### src/rtl/accfmt_pkg.sv
package accfmt_pkg;

   // Clamp variants used by the formatter's saturation stages.
   typedef enum logic [1:0] {
      CLAMP_SIGNED  = 2'd0,   // fit as signed OUT_W; limit by sign
      CLAMP_ONES    = 2'd1,   // fit as unsigned OUT_W; limit all ones
      CLAMP_SIGNSAT = 2'd2    // fit as unsigned OUT_W; limit by sign
   } clamp_e;

endpackage

### src/rtl/accfmt_round.sv
module accfmt_round #(
   parameter int WIDE_W = 64,
   parameter int CUT    = 8,
   parameter int KEEP_W = 0      // 0: keep all shifted bits; >0: mask to KEEP_W
) (
   input  logic [WIDE_W-1:0] val_i,
   input  logic              rnd_en_i,
   output logic [WIDE_W-1:0] kept_o
);

   localparam logic [CUT-1:0] HALF_REM = {1'b1, {(CUT-1){1'b0}}};

   if (CUT < 1 || CUT >= WIDE_W) begin : g_bad_cut
      $error("accfmt_round: CUT out of range");
   end
   if (KEEP_W < 0 || KEEP_W > WIDE_W - CUT) begin : g_bad_keep
      $error("accfmt_round: KEEP_W out of range");
   end

   logic [WIDE_W-1:0] shifted;
   logic [WIDE_W-1:0] base;
   logic [CUT-1:0]    rem;
   logic              bump;

   assign shifted = WIDE_W'($signed(val_i) >>> CUT);
   assign rem     = val_i[CUT-1:0];

   if (KEEP_W == 0) begin : g_full
      assign base = shifted;
   end else begin : g_mask
      localparam logic [WIDE_W-1:0] KEEP_MASK = {WIDE_W{1'b1}} >> (WIDE_W - KEEP_W);
      assign base = shifted & KEEP_MASK;
   end

   // round half to even: above half always bumps, exact half bumps odd values
   assign bump   = rnd_en_i & ((rem > HALF_REM) | ((rem == HALF_REM) & base[0]));
   assign kept_o = base + WIDE_W'(bump);

endmodule

### src/rtl/accfmt_clamp.sv
module accfmt_clamp
   import accfmt_pkg::*;
#(
   parameter int     WIDE_W = 64,
   parameter int     OUT_W  = 32,
   parameter clamp_e KIND   = CLAMP_SIGNED
) (
   input  logic [WIDE_W-1:0] val_i,
   input  logic              sat_en_i,
   output logic [OUT_W-1:0]  res_o
);

   localparam logic [OUT_W-1:0] POS_LIM = {1'b0, {(OUT_W-1){1'b1}}};
   localparam logic [OUT_W-1:0] NEG_LIM = {1'b1, {(OUT_W-1){1'b0}}};

   if (OUT_W < 2 || OUT_W >= WIDE_W) begin : g_bad_w
      $error("accfmt_clamp: OUT_W out of range");
   end

   logic             fits;
   logic [OUT_W-1:0] limit;

   case (KIND)
      CLAMP_SIGNED: begin : g_signed
         logic [WIDE_W-OUT_W:0] top;
         assign top   = val_i[WIDE_W-1:OUT_W-1];
         assign fits  = (&top) | ~(|top);
         assign limit = val_i[WIDE_W-1] ? NEG_LIM : POS_LIM;
      end
      CLAMP_ONES: begin : g_ones
         assign fits  = ~(|val_i[WIDE_W-1:OUT_W]);
         assign limit = '1;
      end
      default: begin : g_signsat
         assign fits  = ~(|val_i[WIDE_W-1:OUT_W]);
         assign limit = val_i[WIDE_W-1] ? NEG_LIM : POS_LIM;
      end
   endcase

   assign res_o = (sat_en_i & ~fits) ? limit : val_i[OUT_W-1:0];

endmodule

### src/rtl/acc_readout_fmt.sv
module acc_readout_fmt
   import accfmt_pkg::*;
#(
   parameter int ACC_W    = 48,
   parameter int OUT_W    = 32,
   parameter int HALF_W   = 16,
   parameter int HALF_CUT = 24,
   parameter int FULL_CUT = 8,
   parameter bit REG_OUT  = 1'b1
) (
   input  logic             clk_i,
   input  logic             rst_ni,
   input  logic [ACC_W-1:0] acc_i,
   input  logic             frac_i,
   input  logic             uns_i,
   input  logic             half_i,
   input  logic             rnd_i,
   input  logic             sat_i,
   output logic [OUT_W-1:0] word_o
);

   localparam int WIDE_W = 2 * OUT_W;

   if (ACC_W <= OUT_W || ACC_W > WIDE_W) begin : g_bad_acc
      $error("acc_readout_fmt: ACC_W must lie in (OUT_W, 2*OUT_W]");
   end
   if (HALF_W >= OUT_W || HALF_CUT + HALF_W > ACC_W) begin : g_bad_half
      $error("acc_readout_fmt: half-width cut does not fit the accumulator");
   end
   if (FULL_CUT + OUT_W > WIDE_W) begin : g_bad_full
      $error("acc_readout_fmt: full-width cut too large");
   end

   logic [WIDE_W-1:0] wide;
   logic [WIDE_W-1:0] half_kept, full_kept;
   logic [HALF_W-1:0] half_res;
   logic [OUT_W-1:0]  full_res, sint_res, uint_res;
   logic [OUT_W-1:0]  frac_word, int_word, word_d;

   assign wide = {{(WIDE_W-ACC_W){acc_i[ACC_W-1]}}, acc_i};

   // half-width path always rounds; full-width path rounds on request
   accfmt_round #(.WIDE_W(WIDE_W), .CUT(HALF_CUT), .KEEP_W(HALF_W)) half_rnd_i (
      .val_i(wide), .rnd_en_i(1'b1), .kept_o(half_kept));

   accfmt_round #(.WIDE_W(WIDE_W), .CUT(FULL_CUT), .KEEP_W(0)) full_rnd_i (
      .val_i(wide), .rnd_en_i(rnd_i), .kept_o(full_kept));

   accfmt_clamp #(.WIDE_W(WIDE_W), .OUT_W(HALF_W), .KIND(CLAMP_SIGNSAT)) half_sat_i (
      .val_i(half_kept), .sat_en_i(sat_i), .res_o(half_res));

   accfmt_clamp #(.WIDE_W(WIDE_W), .OUT_W(OUT_W), .KIND(CLAMP_SIGNED)) full_sat_i (
      .val_i(full_kept), .sat_en_i(sat_i), .res_o(full_res));

   accfmt_clamp #(.WIDE_W(WIDE_W), .OUT_W(OUT_W), .KIND(CLAMP_SIGNED)) sint_sat_i (
      .val_i(wide), .sat_en_i(1'b1), .res_o(sint_res));

   accfmt_clamp #(.WIDE_W(WIDE_W), .OUT_W(OUT_W), .KIND(CLAMP_ONES)) uint_sat_i (
      .val_i(wide), .sat_en_i(1'b1), .res_o(uint_res));

   assign frac_word = half_i ? {{(OUT_W-HALF_W){1'b0}}, half_res} : full_res;
   assign int_word  = uns_i  ? uint_res : sint_res;
   assign word_d    = frac_i ? frac_word : int_word;

   if (REG_OUT) begin : g_reg
      logic [OUT_W-1:0] word_q;
      always_ff @(posedge clk_i or negedge rst_ni) begin
         if (!rst_ni) word_q <= '0;
         else         word_q <= word_d;
      end
      assign word_o = word_q;
   end else begin : g_comb
      assign word_o = word_d;
   end

endmodule

### config.mk
export PLATFORM = sky130hd
export DESIGN_NAME = acc_readout_fmt
export DESIGN_NICKNAME = d
export VERILOG_FILES = /design/src/rtl/accfmt_pkg.sv /design/src/rtl/accfmt_round.sv /design/src/rtl/accfmt_clamp.sv /design/src/rtl/acc_readout_fmt.sv
export SDC_FILE = /design/constraint.sdc
export NUM_CORES = 1
export LEC_CHECK = 0
export BUFFER_PORTS_ARGS = -buffer_cell sky130_fd_sc_hd__buf_2
export CORE_UTILIZATION = 36
export CTS_BUF_LIST = sky130_fd_sc_hd__clkbuf_8 sky130_fd_sc_hd__clkbuf_16
export DETAILED_ROUTE_END_ITERATION = 8
export SKIP_CTS_REPAIR_TIMING = 1
export SYNTH_ARGS = -nofsm -noshare
export SYNTH_HDL_FRONTEND = slang
export SYNTH_SLANG_ARGS = --single-unit
### constraint.sdc
create_clock -name clk_i -period 1.2 [get_ports clk_i]
set_clock_uncertainty 0.2 [all_clocks]
set_input_delay 0.24 -clock clk_i [delete_from_list [all_inputs] [get_ports clk_i]]
set_output_delay 0.24 -clock clk_i [all_outputs]
set_load 0.02 [all_outputs]
---- Word-level counts from Yosys, hierarchy flattened ----
Index checks and enable logic that the tools add are counted.
word-level totals
  register bits ........................... 32
  input bits .............................. 55
  output and inout port bits .............. 32
cells by class
  $add $sub $neg .......................... 2
  $lt $le $gt $ge ......................... 2
  eq/ne operators ......................... 2
  multiplexer cells ....................... 10
  bitwise gates (word level) .............. 12
  reduce and logical (&&, ||, !) cells .... 6
operator list
  kind                  number
  $mux 32               8
  $reduce_or 48->1      1
  $add 40x2->41         1
  $reduce_and 33->1     1
  $reduce_or 33->1      1
  $mux 16               2
  $eq 24x24->1 const B  1
  $gt 24x24->1 const B  1
  $add 16x1->17         1
  $reduce_and 17->1     1
  $reduce_or 17->1      1
  $reduce_or 16->1      1
  $eq 8x8->1 const B    1
  $gt 8x8->1 const B    1
  $and 1x1->1           5
  $or 1x1->1            4
  $not 1->1             3

---- Logic depth before layout (Yosys ltp) ----
  depth after elaboration ................. 13
  depth in mapped cells ................... 15
  mapped depth without buffers ............ 13

---- By module ----
Synthesis repeated with hierarchy kept, for this count alone.
unflattened totals
  cells, all modules ...................... 654
  area total of the unflattened synthesis .. 5555.3 um^2
by module, submodules not included
  module                         instances  cells an instance  area each (um^2)
  acc_readout_fmt                1          127                1793.0
  accfmt_round (full_rnd_i)      1          199                1353.8
  accfmt_clamp (full_sat_i ...)  2          64                 486.7
  accfmt_round (half_rnd_i)      1          103                784.5
  accfmt_clamp (half_sat_i)      1          51                 364.1
  accfmt_clamp (uint_sat_i)      1          46                 286.5

---- Worst setup path after synthesis ----
No wires, ideal clock.
  path type ............................... in2reg
  start point ............................. input acc_i[1]
  end point ............................... register g_reg.word_q[1] (netlist: word_o[1])
  setup time .............................. 0.126 ns
  data arrival time ....................... 3.286 ns
  required time ........................... 0.874 ns
  slack ................................... -2.413 ns
  stages .................................. 13
  path buffers ............................ 0
  cells stage by stage .................... nor4_1 -> nand2_1 -> and3_1 -> ha_1 -> ha_1 -> nand3_1 -> nor3_1 -> nand3_2 -> o41ai_4 -> o311ai_2 -> or4_4 -> a21o_1 -> a311o_1
between the ends
  word-level cells in the longest chain between the ends .. 13
  elaborated cells between the ends (all ways) .. 27
RTL lines
  element                                                 RTL line               RTL
  start: declaration                                      acc_readout_fmt.sv:13  input logic [ACC_W-1:0] acc_i,
  branches (longest 12 deep; another with $add 40x2->41)  --
  $mux 32 (*)                                             acc_readout_fmt.sv:63  assign word_d = frac_i ? frac_word : int_word;
  named net word_d[1]                                     acc_readout_fmt.sv:38  logic [OUT_W-1:0] frac_word, int_word, word_d;
  end signal: assignment                                  acc_readout_fmt.sv:69  else word_q <= word_d;
  end: declaration                                        acc_readout_fmt.sv:66  logic [OUT_W-1:0] word_q;
Mark *: on every way through the listed nets, which the timed path passes.

---- Final worst setup path ----
  start point ............................. input acc_i[6]
  end point ............................... register g_reg.word_q[8] (netlist: word_o[8])
between the ends
  word-level cells in the longest chain between the ends .. 13
  elaborated cells between the ends (all ways) .. 24
RTL lines
  element                                                 RTL line               RTL
  branches (longest 11 deep; another with $add 40x2->41)  --
  $mux 32 (*)                                             acc_readout_fmt.sv:61  assign frac_word = half_i ? {{(OUT_W-HALF_W){1'b0}}, half_res} : full_res;
  $mux 32 (*)                                             acc_readout_fmt.sv:63
  named net word_d[8]                                     acc_readout_fmt.sv:38
Marked as above.

==> run metrics <==
Initial Util 0.371; wire length after detailed routing 12.3 mm; fraction of registers with async set/reset 1.00; Cell Chain, Critical Path buf_8, nor4_4, nand2_1, and3_4, ha_4, ha_4, nand3_4, nor3_4, nand4_1, xor2_2, or4_4, o21ai_4, buf_12, o211ai_1, a31o_1; Final Cycle Share 2.64; share of cells above drive strength 1 0.438; post-route ant nets 0; total CTS buffers 5; final setup margin -1.97 ns; full die area 0.00933 mm^2; hold crit path type input port to flip-flop; Netlist Area Pre-Place 0.00322 mm^2; WHS 0.0797 ns; Synth Warn # 0; Rel. slew slack 0.353; RD Place Congestion 0.951; critical path's largest stage delay 0.56 ns; Post-synth EDFFs 0; FILL cells 787; top_reg_cell synth dfrtp_1; DRC Markers 0; Area Growth Syn to Fin 60.9%; CTS tree done; Setup crit start kind input port; peak supply drop 0.408 mV; final setup fails 64; Final Hold Vio Count 0; Buf+Inv Stages, Crit Path 2; Critical path origin acc_i[6]; slowest CP cell or4_4; Max Slew Vio Count 0; drt pass-1 iters 5; CTS Sinks 32; Post-Syn Nets 454; Root Driver clkbuf_8; Worst-Margin Slew 0.966 ns; core box area 0.00868 mm^2; worst setup path class input port to flip-flop; #FFs+latches synth 32; commonest non-fill, non-tap cell in the layout buf_4; Overall Global Routing Usage 0.254; Syn Area/Cell 8.16 um^2; via count 3961; Reg clk slew, reported paths 0.07 ns; Max Freq 316 MHz; row cnt 34; CTS H-tree lvls 2; Final Util 0.597; CP Max Fanout 12; Diodes inserted 0; Tmin final 3.17 ns; placed cell areas 0.00464 mm^2; critical path capture point type flip-flop; first-pass GRT wire length 19.3 mm; DR vias/cell 5.68; layout net count 647; Die W 96.6 um; hold_sp half_i; I/O pin cnt 87; Largest register FFs 32; Remaining Overflow, GRT 0; vias in the first global route 3831; final instance area 0.00518 mm^2; required time worst endpoint 1.18 ns; Seq/Total Area, Yosys 0.249; unrepaired setup endpoints after global routing true; Worst EP arrival 3.15 ns; first-iteration detailed-routing DRC count 315; hpwl dp 9.57 mm; clock tree buffer depth 2; number of cells in the finished layout apart from fillers 697; failing checks setup timing; pin count of the biggest net entering global routing 33; Power Dens Cells 726 mW/mm^2; max_cap viols 0; family with the most delay on the worst path simple AND/OR/NAND/NOR gates; CP most frequent cell ha_4; initial antenna violation count 0; outcome complete, but fails checks; most frequent cells in the layout buf_4, buf_2, nand2_1; post-synthesis cell count 395; LEAKAGE 2.23 nW; sum of negative setup slack -61.36 ns; DP Cell Count 682; Cell variety after synth 52; Die Y 96.6 um; DR WL/cell 17.6 um; total power 3.77 mW; worst slack, placed -2.32 ns; port bufs 86
tightest hold or removal path, cell delays in order:
cell	delay [ns]
buf_2	0.09
buf_4	0.10
a2bb2oi_1	0.04
o21ai_0	0.06
per-layer routing:
| metal | up-vias | part of all wire | GRT usage | wire length [um] |
|---|---|---|---|---|
| li1 | 1852 | - | - | - |
| met1 | 1901 | 0.41 | 0.328 | 5080 |
| met2 | 185 | 0.49 | 0.436 | 6060 |
| met3 | 23 | 0.068 | 0.0354 | 839 |
| met4 | 0 | 0.023 | 0.0838 | 280 |
| met5 | - | 0 | 0 | 0 |
final cells by class:
type | count | area (um^2) | area share
timing repair buffer | 217 | 1790 | 0.345
clock inverter | 3 | 42.5 | 0.00821
sequential | 32 | 801 | 0.154
tap | 108 | 135 | 0.0261
multi-input combinational | 325 | 2320 | 0.448
inverter | 7 | 26.3 | 0.00507
clock buffer | 5 | 68.8 | 0.0133
logic make-up (layout without fill, tap and decap cells):
logic type | after synthesis | in the layout | synth area share
adder cells (fa/ha/maj) | 4 | 4 | 0.0155
AO/OA/AOI/OAI | 122 | 122 | 0.273
AND/OR/NAND/NOR | 152 | 152 | 0.263
XOR/XNOR | 47 | 47 | 0.128
flip-flops | 32 | 32 | 0.249
buffers and inverters | 38 | 232 | 0.0730
final timing paths:
kind                               to  slack (ns)  cells past startpoint
max                         word_o[8]       -1.97                     15
min                        word_o[11]        0.08                      4
max in group asynchronous  word_o[29]        0.40                      3
min in group asynchronous  word_o[14]        0.23                      3
where the power goes:
part / switching [mW] / internal [mW]
combinational: 0.744 / 0.723
sequential: 0.0476 / 1.18
clock: 0.461 / 0.615
cells in the mapped netlist (2+ instances only):
cell	instances	area [um^2]
nand2_1	37	139
a21oi_1	35	175
dfrtp_1	32	801
xnor2_1	26	228
o21ai_0	23	115
nor2_1	22	82.6
nand3_1	21	105
xor2_1	21	184
o2bb2ai_1	18	158
nor3_1	14	70.1
clkbuf_1	13	48.8
a31o_1	12	105
and3_1	12	75.1
nor4_1	11	68.8
nand4_1	10	62.6
o211ai_1	10	75.1
inv_1	7	26.3
a21o_1	5	37.5
o22ai_1	5	31.3
and2_1	4	25.0
buf_2	4	20.0
buf_6	4	45.0
ha_1	4	50.1
or3_1	4	25.0
buf_4	3	22.5
clkbuf_8	3	41.3
or4_4	3	33.8
a2bb2oi_1	2	17.5
a31oi_1	2	12.5
and4_2	2	20.0
nand3_2	2	20.0
nand4_2	2	25.0
nor4_4	2	42.5
o21a_1	2	15.0
Power figures use the tool's default switching activity.
